## src/rtl/chroma_pkg.sv

```systemverilog
// Package: shared constants and helpers for the chroma subcarrier generator.
// Assumes one phase step per reference-clock cycle.
package chroma_pkg;
    parameter int unsigned DEF_PHASES = 7;   // reference cycles per subcarrier cycle
    parameter int unsigned DEF_HIGH   = 3;   // phases with the output high

    // Clamp an integer request to the range 0..limit.
    function automatic int unsigned clamp_to(input int unsigned v, input int unsigned limit);
        return (v > limit) ? limit : v;
    endfunction
endpackage

```

## src/rtl/chroma_stall_ctl.sv

```systemverilog
// Module: hue stall controller. Takes a stall request of N cycles and asserts
// hold_o for N consecutive edges, starting with the edge that accepts it.
// Assumes burst_i has priority: it cancels any stall and blocks a request.
module chroma_stall_ctl #(
    parameter int unsigned PHASES = chroma_pkg::DEF_PHASES,
    localparam int unsigned PW    = $clog2(PHASES),
    localparam int unsigned MAXN  = PHASES - 1
) (
    input  logic          clk,
    input  logic          rst_n,
    input  logic          burst_i,
    input  logic          hue_req_i,
    input  logic [PW-1:0] hue_steps_i,
    output logic          hold_o
);
    logic [PW-1:0] left_q;
    logic [PW-1:0] steps_clamped;
    logic          busy;
    logic          accept;

    // Clamp the requested count and decide whether this edge takes a request.
    always_comb begin
        steps_clamped = PW'(chroma_pkg::clamp_to(int'(hue_steps_i), MAXN));
        busy          = (left_q != '0);
        accept        = hue_req_i && (steps_clamped != '0) && !busy && !burst_i;
        hold_o        = busy || accept;
    end

    // Count the remaining stalled edges after the accepting one.
    always_ff @(posedge clk) begin
        if (!rst_n)        left_q <= '0;
        else if (burst_i)  left_q <= '0;
        else if (accept)   left_q <= steps_clamped - PW'(1);
        else if (busy)     left_q <= left_q - PW'(1);
    end

    assert_stall_countdown_R9: assert property (@(posedge clk) disable iff (!rst_n)
        (left_q != '0 && !burst_i) |=> (left_q == $past(left_q) - PW'(1)));
    assert_burst_cancels_R11: assert property (@(posedge clk) disable iff (!rst_n)
        burst_i |=> (left_q == '0));
    assert_stall_bound_R10: assert property (@(posedge clk) disable iff (!rst_n)
        left_q < PW'(MAXN));
endmodule

```

## src/rtl/chroma_phase_ctr.sv

```systemverilog
// Module: modulo-PHASES phase counter. Reloads on a burst strobe and freezes
// while hold_i is high. Assumes restart values above PHASES-1 mean phase 0.
module chroma_phase_ctr #(
    parameter int unsigned PHASES = chroma_pkg::DEF_PHASES,
    localparam int unsigned PW    = $clog2(PHASES),
    localparam logic [PW-1:0] LAST = PW'(PHASES - 1)
) (
    input  logic          clk,
    input  logic          rst_n,
    input  logic          burst_i,
    input  logic [PW-1:0] restart_phase_i,
    input  logic          hold_i,
    output logic [PW-1:0] phase_o
);
    logic [PW-1:0] phase_q;
    logic [PW-1:0] restart_safe;

    // Map an out-of-range restart value onto phase 0.
    always_comb restart_safe = (restart_phase_i > LAST) ? '0 : restart_phase_i;

    // Advance, hold or reload the phase each reference cycle.
    always_ff @(posedge clk) begin
        if (!rst_n)            phase_q <= '0;
        else if (burst_i)      phase_q <= restart_safe;
        else if (!hold_i)      phase_q <= (phase_q == LAST) ? '0 : phase_q + PW'(1);
    end

    assign phase_o = phase_q;

    assert_phase_range_R2: assert property (@(posedge clk) disable iff (!rst_n)
        phase_q <= LAST);
    assert_hold_freezes_R7: assert property (@(posedge clk) disable iff (!rst_n)
        (hold_i && !burst_i) |=> $stable(phase_q));
    assert_restart_load_R5: assert property (@(posedge clk) disable iff (!rst_n)
        (burst_i && restart_phase_i <= LAST) |=> (phase_q == $past(restart_phase_i)));
    assert_restart_oob_R6: assert property (@(posedge clk) disable iff (!rst_n)
        (burst_i && restart_phase_i > LAST) |=> (phase_q == '0));
endmodule

```

## src/rtl/chroma_wave_shaper.sv

```systemverilog
// Module: decodes the phase into a two-level square wave, gated by enable.
// Assumes the high window is phases 0..HIGH-1.
module chroma_wave_shaper #(
    parameter int unsigned PHASES = chroma_pkg::DEF_PHASES,
    parameter int unsigned HIGH   = chroma_pkg::DEF_HIGH,
    localparam int unsigned PW    = $clog2(PHASES)
) (
    input  logic [PW-1:0] phase_i,
    input  logic          en_i,
    output logic          wave_o
);
    // High inside the window, forced low when disabled.
    always_comb wave_o = en_i && (phase_i < PW'(HIGH));
endmodule

```

## src/rtl/chroma_subcarrier_gen.sv

```systemverilog
// Module: top of the burst-locked chroma subcarrier generator. The phase is
// realigned by a per-line burst strobe and retarded by counted stalls.
// Assumes clk runs at PHASES times the subcarrier rate.
module chroma_subcarrier_gen #(
    parameter int unsigned PHASES = chroma_pkg::DEF_PHASES,
    parameter int unsigned HIGH   = chroma_pkg::DEF_HIGH,
    localparam int unsigned PW    = $clog2(PHASES)
) (
    input  logic          clk,
    input  logic          rst_n,
    input  logic          burst_restart,
    input  logic [PW-1:0] restart_phase,
    input  logic          hue_req,
    input  logic [PW-1:0] hue_steps,
    input  logic          en,
    output logic          chroma_out,
    output logic [PW-1:0] phase_idx
);
    logic hold;

    chroma_stall_ctl #(.PHASES(PHASES)) u_stall (
        .clk(clk), .rst_n(rst_n), .burst_i(burst_restart),
        .hue_req_i(hue_req), .hue_steps_i(hue_steps), .hold_o(hold)
    );

    chroma_phase_ctr #(.PHASES(PHASES)) u_phase (
        .clk(clk), .rst_n(rst_n), .burst_i(burst_restart),
        .restart_phase_i(restart_phase), .hold_i(hold), .phase_o(phase_idx)
    );

    chroma_wave_shaper #(.PHASES(PHASES), .HIGH(HIGH)) u_wave (
        .phase_i(phase_idx), .en_i(en), .wave_o(chroma_out)
    );

    assert_chroma_window_R3: assert property (@(posedge clk) disable iff (!rst_n)
        chroma_out |-> (phase_idx < PW'(HIGH)));
    assert_enable_gate_R4: assert property (@(posedge clk) disable iff (!rst_n)
        !en |-> !chroma_out);
endmodule

```

## config.mk

```make
export PLATFORM = sky130hd
export DESIGN_NAME = chroma_subcarrier_gen
export DESIGN_NICKNAME = d
export VERILOG_FILES = /design/src/rtl/chroma_pkg.sv /design/src/rtl/chroma_stall_ctl.sv /design/src/rtl/chroma_phase_ctr.sv /design/src/rtl/chroma_wave_shaper.sv /design/src/rtl/chroma_subcarrier_gen.sv
export SDC_FILE = /design/constraint.sdc
export NUM_CORES = 1
export LEC_CHECK = 0
export ABC_AREA = 1
export BUFFER_PORTS_ARGS = -buffer_cell sky130_fd_sc_hd__buf_2
export CAP_MARGIN = 40
export CELL_PAD_IN_SITES_DETAIL_PLACEMENT = 0
export CELL_PAD_IN_SITES_GLOBAL_PLACEMENT = 1
export CORE_UTILIZATION = 30
export CTS_BUF_LIST = sky130_fd_sc_hd__clkbuf_4
export DETAILED_ROUTE_END_ITERATION = 6
export GPL_TIMING_DRIVEN = 0
export PLACE_DENSITY = 0.79
export SLEW_MARGIN = 20
export SYNTH_ARGS = -nofsm -noshare
export SYNTH_HDL_FRONTEND = slang
export SYNTH_SLANG_ARGS = --single-unit
```

## constraint.sdc

```tcl
create_clock -name clk -period 1.2 [get_ports clk]
set_input_delay 0.24 -clock clk [delete_from_list [all_inputs] [get_ports clk]]
set_output_delay 0.24 -clock clk [all_outputs]
set_load 0.01 [all_outputs]
```

==> results.md <==
- Tmin final: 1219 ps
- Mapped Nets: 76
- Largest family of logic cells by synthesized area: simple AND/OR/NAND/NOR gates
- Clock Path Buffers: 2
- Max IR drop VDD: 0.5768 mV
- HP Class: in2reg
- Initial drt markers: 11
- Clk_skew: ~4.6 ps
- First-pass GRT wire length: ~1.3 mm
- GPL Wtd Cong: ~0.67
- Most frequent cells in the layout: nand2_1, buf_2, nor2_1
- Fmax: 820.4 MHz
- Simple-Gate Fraction of Synth Area: about half
- Synth Area in Compound Gates: 10.45%
- Mux cell area share after synthesis: 0%
- GRT Max-Usage Layer: met1
- # DRC: 0
- Boundary Pins: 15
- Synth-to-layout area growth: 40.00%
- Die H: 39.38 um
- Failing checks: setup timing
- Tcrit/Tclk final: 101.6%
- Routed vias/inst: between 4 and 5
- Setup-failing EPs final: 1
- Met1 usage: between 10% and 20%
- Clock Pin Slew Worst Setup and Hold Paths: 50 ps
- Mapped Area: between 400 and 500 um2
- CTS root buffer: clkbuf_4
- RSZ-0062 raised after global routing: true
- ANT cells: 0
- M2 GR Usage: ~16%
- Placed Area: 514.2 um2
- Nets: 98
- Max cap viols: 0
- Remaining Overflow, GRT: 0
- Worst Max-Slew Pin Slew: 239.3 ps
- Router iterations before antenna repair: 4
- Netlist cell types: 17
- Crit path kind: reg2reg
- Vias in the first global route: 325
- Fin. Hold Viols: 0
- Vias: between 400 and 500
- Area share of fa/ha/maj cells after synthesis: 2.985%
- Worst rel slew slack: 84.01%
- Pwr Density: 1100 nW/um2
- Critical Path Sink Type: register
- Die width: 39.38 um
- Most common cell after layout, fill and taps aside: nand2_1
- Finished Cell Area: 586.8 um2
- Multi-input gate area: 287.8 um2
- Met3 Track Usage GR: 1.705%
- Outcome: finished, violations left
- Starting density of the core: around 32%
- Nature of the critical path startpoint: register
- Synth Warn #: 0
- Fill cells: 140
- Syn_area_per_cell: between 6 and 7 um2
- CTS Sinks: 6
- Initial antenna violation count: 0
- Final setup margin: -18.97 ps
- Cts bufs inserted: 3
- Clk Latency, worst-skew pair: 250 ps
- Routed length per placed instance: between 8 and 9 um
- Gr usage total: 12.03%
- Flop-to-flop setup slack: -20 ps
- DRT antenna net count: 0
- Critical Path RT: roughly 1400 ps
- Post-DP HPWL: 661 um
- Synth Register Bits: 6
- CP max FO: 2
- Core Rows: 13
- # H-tree levels: 1
- Register area: around 130 um2
- Fraction of layout cells with a size suffix above 1: 51.19%
- Post-Synth XOR/XNOR Area: 0%
- Largest net degree at the start of global routing: 8
- CORE AREA: 1301 um2
- Die area: around 1600 um2
- Sequential share of the synthesized area: 28.66%
- CTS tree: yes
- Crit path DAT: 1400 ps
- I/O Buffers: 14
- Setup TNS Final: -18.97 ps
- Synth Instances: 64
- LEAKAGE: 0.3109 nW
- Total wire length: 837 um
- Slew Limit Fails: 0
## final cells by class
class	count	share of cell area, %
multi-input cells	48	49.04
flip-flops and latches	6	21.75
repair buffers	17	15.78
inverters	10	6.397
clock buffers	3	3.838
well taps	15	3.198
## sequential cells by signal, indices dropped and copies added, names as in the netlist
signal,flops
u_phase.phase_o,3
u_stall.left_q,3
## per-stage QoR
stage | hold WS [ps] | instances | utilization, % | worst slack, ps | total power [W]
final | 264.9 | 99 | 45.10 | -18.97 | 0.0006455
after global routing | 279.0 | 99 | 45.10 | -84.89 | 0.0006994
after CTS | 267.9 | 99 | 45.00 | -26.61 | 0.0006508
after detailed placement | 524.9 | 93 | 39.52 | -184.2 | 0.0004301
after global placement | 523.0 | 93 | 39.52 | -167.8 | 0.0004282
after floorplan | 360.4 | 64 | - | 0.09093 | 0.0003688
## power breakdown
part           leakage [nW]  internal (W)  switching, W
Combinational         0.246     0.0000989      0.000120
Clock                0.0138      0.000113     0.0000727
Sequential           0.0513      0.000222     0.0000188
## worst paths after layout
path,startpoint,depth (start not counted),endpoint
max,u_stall.left_q[0]$_SDFFE_PP0P_,9,u_stall.left_q[2]$_SDFFE_PP0P_
min,rst_n,3,u_phase.phase_o[1]$_SDFFE_PN0P_
max reg2reg,u_stall.left_q[0]$_SDFFE_PP0P_,9,u_stall.left_q[2]$_SDFFE_PP0P_
min reg2reg,u_stall.left_q[2]$_SDFFE_PP0P_,3,u_stall.left_q[2]$_SDFFE_PP0P_
## cells by family (layout without fill, tap and decap cells)
group	Yosys count	in the layout
and+or+nand+nor	42	42
buffers and inverters	10	30
DFF	6	6
AOI/OAI and AO/OA	5	5
adders and majority gates	1	1
## per-layer routing
layer / vias to the layer above / wire length [um]
met1: 175 / 425
met4: 0 / 23
met5: - / 0
li1: 244 / -
met2: 12 / 353
met3: 3 / 34
## what timing repair did
action                                  CTS  global route
pin swaps                                 5             0
endpoints found under the hold margin     0             0
setup buffers                             3             0
resized for setup                        10             2
endpoints found under the setup margin    2             3
hold buffers                              0             0
## critical path, cell delays in order, from the launching register on
cell and delay, ps:
dfxtp_2 330, nor2_4 100, and3_4 190, nand3_2 60, nand2_2 70, inv_2 40
ha_4 150, inv_2 50, nand2_2 40, a21oi_2 120
## Yosys cell counts
library cell | n | area, um2
a21oi_1 | 1 | 5.000
a21oi_2 | 2 | 17.52
a21oi_4 | 1 | 16.27
and3_4 | 1 | 11.26
dfxtp_1 | 6 | 120.1
ha_1 | 1 | 12.51
inv_1 | 10 | 37.54
nand2_1 | 17 | 63.81
nand2_2 | 2 | 12.51
nand2_4 | 1 | 11.26
nand3_1 | 6 | 30.03
nand3_2 | 1 | 10.01
nand4_1 | 1 | 6.260
nor2_1 | 10 | 37.54
nor2_2 | 2 | 12.51
nor3_2 | 1 | 10.01
o21ai_0 | 1 | 5.000
Note: power is estimated with default switching activity, not from simulation.
